[src/rtl/usb_tog_pkg.sv]
package usb_tog_pkg;

  typedef enum logic [1:0] {
    HS_NONE = 2'b00,
    HS_ACK  = 2'b01,
    HS_NYET = 2'b10
  } hs_code_e;

  typedef struct packed {
    logic     accept;
    logic     discard;
    logic     deliver;
    hs_code_e hs;
  } verdict_t;

  // a packet is fresh when the stored sequence bit agrees, or the check is bypassed
  function automatic logic seq_fresh(input logic bypass, input logic pkt_bit,
                                     input logic held_bit);
    return bypass | (pkt_bit == held_bit);
  endfunction

  // positive handshake selection for any packet that is answered
  function automatic hs_code_e pick_hs(input logic answered, input logic high_speed,
                                       input logic no_room);
    if (!answered)              return HS_NONE;
    if (high_speed && no_room)  return HS_NYET;
    return HS_ACK;
  endfunction

endpackage

[src/rtl/tog_store.sv]
module tog_store #(
  parameter int NUM_EP = 4,
  parameter int EP_W   = 2
) (
  input  logic            clk,
  input  logic            rst_n,
  input  logic [EP_W:0]   rd_slot,
  output logic            rd_bit,
  input  logic            wr_flip,
  input  logic [EP_W:0]   wr_slot,
  input  logic            clr_en,
  input  logic [EP_W-1:0] clr_ep
);
  localparam int SLOTS   = NUM_EP * 2;
  localparam int SLOTS_P = 1 << (EP_W + 1);

  logic [SLOTS_P-1:0] seq_vec;

  genvar s;
  generate
    for (s = 0; s < SLOTS_P; s++) begin : g_slot
      if (s < SLOTS) begin : g_real
        logic clr_hit;
        logic flip_hit;
        assign clr_hit  = clr_en && (clr_ep == EP_W'(s / 2));
        assign flip_hit = wr_flip && (wr_slot == (EP_W + 1)'(s));
        always_ff @(posedge clk or negedge rst_n) begin
          if (!rst_n)        seq_vec[s] <= 1'b0;
          else if (clr_hit)  seq_vec[s] <= 1'b0;
          else if (flip_hit) seq_vec[s] <= ~seq_vec[s];
        end
      end else begin : g_pad
        assign seq_vec[s] = 1'b0;
      end
    end
  endgenerate

  assign rd_bit = seq_vec[rd_slot];
endmodule

[src/rtl/tog_decide.sv]
module tog_decide
  import usb_tog_pkg::*;
#(
  parameter int NUM_EP = 4,
  parameter int EP_W   = 2
) (
  input  logic            pkt_valid,
  input  logic [EP_W-1:0] pkt_ep,
  input  logic            pkt_data1,
  input  logic            pkt_crc_ok,
  input  logic            hs_mode,
  input  logic            buf_full,
  input  logic            tog_inhibit,
  input  logic            held_bit,
  output logic            good_ev,
  output logic            flip_ev,
  output verdict_t        verdict
);
  logic in_range;
  logic fresh;

  assign in_range = ({1'b0, pkt_ep} < (EP_W + 1)'(NUM_EP));
  assign good_ev  = pkt_valid && in_range && pkt_crc_ok;
  assign fresh    = seq_fresh(tog_inhibit, pkt_data1, held_bit);

  always_comb begin
    verdict.accept  = good_ev && fresh;
    verdict.discard = good_ev && !fresh;
    verdict.deliver = good_ev && fresh;
    verdict.hs      = pick_hs(good_ev, hs_mode, buf_full);
  end

  assign flip_ev = good_ev && fresh;
endmodule

[src/rtl/tog_resp.sv]
module tog_resp
  import usb_tog_pkg::*;
(
  input  logic     clk,
  input  logic     rst_n,
  input  logic     strobe,
  input  verdict_t verdict,
  output logic     res_valid,
  output verdict_t res_q
);
  always_ff @(posedge clk or negedge rst_n) begin
    if (!rst_n) begin
      res_valid <= 1'b0;
      res_q     <= '{accept: 1'b0, discard: 1'b0, deliver: 1'b0, hs: HS_NONE};
    end else begin
      res_valid <= strobe;
      if (strobe) res_q <= verdict;
      else        res_q <= '{accept: 1'b0, discard: 1'b0, deliver: 1'b0, hs: HS_NONE};
    end
  end
endmodule

[src/rtl/usb_toggle_guard.sv]
module usb_toggle_guard
  import usb_tog_pkg::*;
#(
  parameter int NUM_EP = 4,
  localparam int EP_W  = (NUM_EP > 1) ? $clog2(NUM_EP) : 1
) (
  input  logic            clk,
  input  logic            rst_n,
  input  logic            pkt_valid,
  input  logic [EP_W-1:0] pkt_ep,
  input  logic            pkt_dir,
  input  logic            pkt_data1,
  input  logic            pkt_crc_ok,
  input  logic            hs_mode,
  input  logic            buf_full,
  input  logic            tog_inhibit,
  input  logic            ep_clr,
  input  logic [EP_W-1:0] ep_clr_idx,
  output logic            res_valid,
  output logic            res_accept,
  output logic            res_discard,
  output logic            res_deliver,
  output logic [1:0]      res_hs
);
  logic [EP_W:0] slot_idx;
  logic          held_bit;
  logic          good_ev;
  logic          flip_ev;
  verdict_t      verdict;
  verdict_t      res_q;

  assign slot_idx = {pkt_ep, pkt_dir};

  tog_store #(.NUM_EP(NUM_EP), .EP_W(EP_W)) u_store (
    .clk     (clk),
    .rst_n   (rst_n),
    .rd_slot (slot_idx),
    .rd_bit  (held_bit),
    .wr_flip (flip_ev),
    .wr_slot (slot_idx),
    .clr_en  (ep_clr),
    .clr_ep  (ep_clr_idx)
  );

  tog_decide #(.NUM_EP(NUM_EP), .EP_W(EP_W)) u_decide (
    .pkt_valid   (pkt_valid),
    .pkt_ep      (pkt_ep),
    .pkt_data1   (pkt_data1),
    .pkt_crc_ok  (pkt_crc_ok),
    .hs_mode     (hs_mode),
    .buf_full    (buf_full),
    .tog_inhibit (tog_inhibit),
    .held_bit    (held_bit),
    .good_ev     (good_ev),
    .flip_ev     (flip_ev),
    .verdict     (verdict)
  );

  tog_resp u_resp (
    .clk       (clk),
    .rst_n     (rst_n),
    .strobe    (pkt_valid),
    .verdict   (verdict),
    .res_valid (res_valid),
    .res_q     (res_q)
  );

  assign res_accept  = res_q.accept;
  assign res_discard = res_q.discard;
  assign res_deliver = res_q.deliver;
  assign res_hs      = res_q.hs;
endmodule

[config.mk]
export PLATFORM = sky130hd
export DESIGN_NAME = usb_toggle_guard
export DESIGN_NICKNAME = d
export VERILOG_FILES = /design/src/rtl/usb_tog_pkg.sv /design/src/rtl/tog_store.sv /design/src/rtl/tog_decide.sv /design/src/rtl/tog_resp.sv /design/src/rtl/usb_toggle_guard.sv
export SDC_FILE = /design/constraint.sdc
export NUM_CORES = 1
export LEC_CHECK = 0
export BUFFER_PORTS_ARGS = -buffer_cell sky130_fd_sc_hd__clkbuf_2
export CAP_MARGIN = 15
export CORE_MARGIN = 10
export CORE_UTILIZATION = 53
export DETAILED_ROUTE_END_ITERATION = 7
export PLACE_DENSITY = 0.8
export SYNTH_ARGS = -nofsm -noshare
export SYNTH_HDL_FRONTEND = slang
export SYNTH_SLANG_ARGS = --single-unit
[constraint.sdc]
create_clock -name clk -period 3.1 [get_ports clk]
set_clock_uncertainty 0.15 [all_clocks]
set_input_delay 0.31 -clock clk [delete_from_list [all_inputs] [get_ports clk]]
set_output_delay 0.31 -clock clk [all_outputs]
set_load 0.005 [all_outputs]
==> results.json <==
{
  "status": "finished, final reports clean",
  "core_um2": 1280,
  "rsz0062_at_grt": "false",
  "fin_crit_ps": 2180,
  "p_comb_share_pct": 17.4,
  "synth_seq_area_share_pct": 45.5,
  "gr-total-overflow": 0,
  "wire_per_inst_um": 16.0,
  "syn_to_final_growth_pct": 16.3,
  "port_buffers": 19,
  "antenna_left": 0,
  "peakVddDrop_mv": 0.265,
  "synth_nets": 84,
  "fin_crit_sh_pct": 70.2,
  "rows": 13,
  "yosys.area.top_type": "dfrtp_1",
  "synth_compound_area_share_pct": 10.5,
  "clkSinkCount": 13,
  "wl_um": 1690,
  "cts_tree": "yes",
  "timing.fmax_mhz": 459,
  "path_cells": "mux2i_1 > mux4_2 > mux2_4 > or4_1 > a21boi_1",
  "firstDrtPassIters": 2,
  "drt_iter0_markers": 7,
  "p_per_area_nw_per_um2": 438,
  "synth_top_area_share_pct": 45.5,
  "endpoint_kind": "register",
  "via_count": 588,
  "antenna_found_initial": 0,
  "worstHoldPathType": "input pin to register",
  "yosys.area_share.simple_pct": 25.7,
  "final_cell_mix": "clkbuf_2, dfrtp_1, nand2_1, mux2i_1, a21oi_1",
  "hold_viol": 0,
  "ys_warn_count": 0,
  "slew_viol_final": 0,
  "r2r-end": "u_store.seq_vec[2]$_DFFE_PN0P_",
  "internal-power_uw": 264,
  "grt_first_pass_wirelength_um": 2870,
  "r2r_cells": 5,
  "clockPowerShare_pct": 29.7,
  "die_w_um": 56.7,
  "ios": 20,
  "start_util_pct": 55.7,
  "synth_top_cells_by_area": "dfrtp_1, mux2i_1, nand2_1, a21oi_1, nand2b_1",
  "finalSetupViolCount": 0,
  "layout-drive-gt1-share_pct": 26.7,
  "track_usage_pct": 10.9,
  "switching_share_pct": 27.7,
  "design_area_um2": 832,
  "dpl_cell_area_um2": 796,
  "routabilityCongestion": 0.827,
  "fin_ws_ps": 923,
  "r2r_start": "u_store.seq_vec[6]$_DFFE_PN0P_",
  "endpoint": "u_store.seq_vec[2]$_DFFE_PN0P_",
  "netlist_area_um2": 716,
  "final_common_cell": "clkbuf_2",
  "nets": 105,
  "dp_slack_ps": 736,
  "dp_hpwl_um": 1290,
  "grt_max_degree": 17,
  "cp.required_ps": 3160,
  "synth_top_family_by_area": "simple AND/OR/NAND/NOR gates",
  "grt_pass1_vias": 625,
  "holdWs_ps": 33.6,
  "power.switching_uw": 101,
  "seqPwrFrac_pct": 52.9,
  "drc_errors": 0,
  "htreeDepth": 1,
  "die_area_um2": 3220,
  "clk_pin_slew_ps": 80,
  "cts.path.max_buffers": 2,
  "clk_latency_ps": 280,
  "synth_seq_cells": 13,
  "tns_ps": 0,
  "synthAdderAreaFrac_pct": 0,
  "n_antenna_cell": 0,
  "cap_violations": 0,
  "root_buffer": "clkbuf_4",
  "synthMuxAreaShare_pct": 13.6,
  "slew_headroom_pct": 77.3,
  "synth_cell_type_count": 25,
  "critPathSlowestCell": "or4_1",
  "cp.arrival_ps": 2240,
  "crit_type": "register to register",
  "synth-xor-area-share_pct": 0,
  "syn_avg_cell_area_um2": 10.2,
  "die_height_um": 56.7,
  "rrSetupSlack_ps": 920,
  "vias_per_cell": 5.60,
  "netlist_instances": 70,
  "cts_buffers": 3,
  "fillers": 116,
  "cp-start-kind": "register",
  "crit_start": "u_store.seq_vec[6]$_DFFE_PN0P_",
  "tightestPinTransition_ps": 340,
  "p_leak_uw": 0.000407,
  "slowest_delay_ps": 480,
  "path_max_fanout": 16
}
-- layer usage --
layer	part of all wire [%]	vias up	GRT usage, %
met3	3.9	5	2.70
met4	3.0	0	7.05
met5	0	-	0
li1	-	296	-
met2	53	8	18.2
met1	40	279	12.0
-- kinds of logic after synthesis --
logic type / Yosys count
flops: 13
simple gates: 32
compound gates: 13
mux: 8
buf+inv: 4
-- synthesized netlist by cell type --
| library cell | instances |
|---|---|
| buf_4 | 1 |
| nand2_1 | 7 |
| a21boi_1 | 2 |
| o21ai_0 | 4 |
| nand2b_1 | 4 |
| nor2_1 | 4 |
| clkbuf_1 | 1 |
| o31ai_1 | 2 |
| nor3b_1 | 2 |
| nor3_1 | 1 |
| buf_6 | 2 |
| mux2_4 | 1 |
| nand4_1 | 1 |
| nor2b_1 | 1 |
| or3b_1 | 2 |
| mux2i_1 | 6 |
| nand3_1 | 1 |
| and3_1 | 1 |
| or4_1 | 2 |
| or3_1 | 4 |
| a21oi_1 | 5 |
| nand4b_1 | 1 |
| dfrtp_1 | 13 |
| mux4_2 | 1 |
| nand3b_1 | 1 |
-- state kept, by name, summed over array words and instances (netlist names) --
signal            count
u_resp.res_q          4
u_store.seq_vec       8
u_resp.res_valid      1
-- cell type report --
type / instances / area, um2 / share of cell area (%)
multi-input cells: 53 / 357 / 42.9
flip-flops and latches: 13 / 325 / 39.1
repair buffers: 20 / 105 / 12.6
clock buffers: 4 / 26.3 / 3.16
well taps: 15 / 18.8 / 2.26
-- power groups by stage --
stage | logic, uW | clock network [uW] | registers, uW
floorplan | 42.3 | 0 | 193
global placement | 60.0 | 0 | 196
detailed placement | 62.9 | 0 | 196
CTS | 64.1 | 110 | 193
global route | 72.4 | 117 | 194
finish | 63.4 | 108 | 193
-- critical path, delay by kind of cell, from the launching register on --
| family | cells | cell delay [ps] |
|---|---|---|
| AOI/OAI and AO/OA | 1 | 150 |
| and+or+nand+nor | 1 | 480 |
| DFF | 1 | 390 |
| muxes | 3 | 940 |
-- timing repair --
action	in CTS	in global routing
gates resized for setup	0	0
endpoints found under the hold margin	13	0
buffers inserted	0	0
hold buffers	1	0
-- per-stage QoR --
step           std cells  util, %  total power [uW]
5_1_grt              105     64.8               384
3_5_place_dp         100     61.9               259
3_3_place_gp         100     61.9               256
6_report             105     64.8               365
4_1_cts              105     64.8               368
2_1_floorplan         70        -               236
-- how the worst min path moves through the flow --
stage                                            end       from  slack [ps]  depth (start not counted)
final                     u_resp.res_valid$_DFF_PN0_  pkt_valid          30                          1
after global routing      u_resp.res_valid$_DFF_PN0_  pkt_valid          40                          1
after CTS                 u_resp.res_valid$_DFF_PN0_  pkt_valid          30                          1
after detailed placement   u_resp.res_q[4]$_DFF_PN0_      rst_n          70                          1
after global placement     u_resp.res_q[4]$_DFF_PN0_      rst_n          70                          1
after floorplan            u_resp.res_q[0]$_DFF_PN0_      rst_n        -140                          0
No activity file was read; power rests on OpenSTA's default activity.
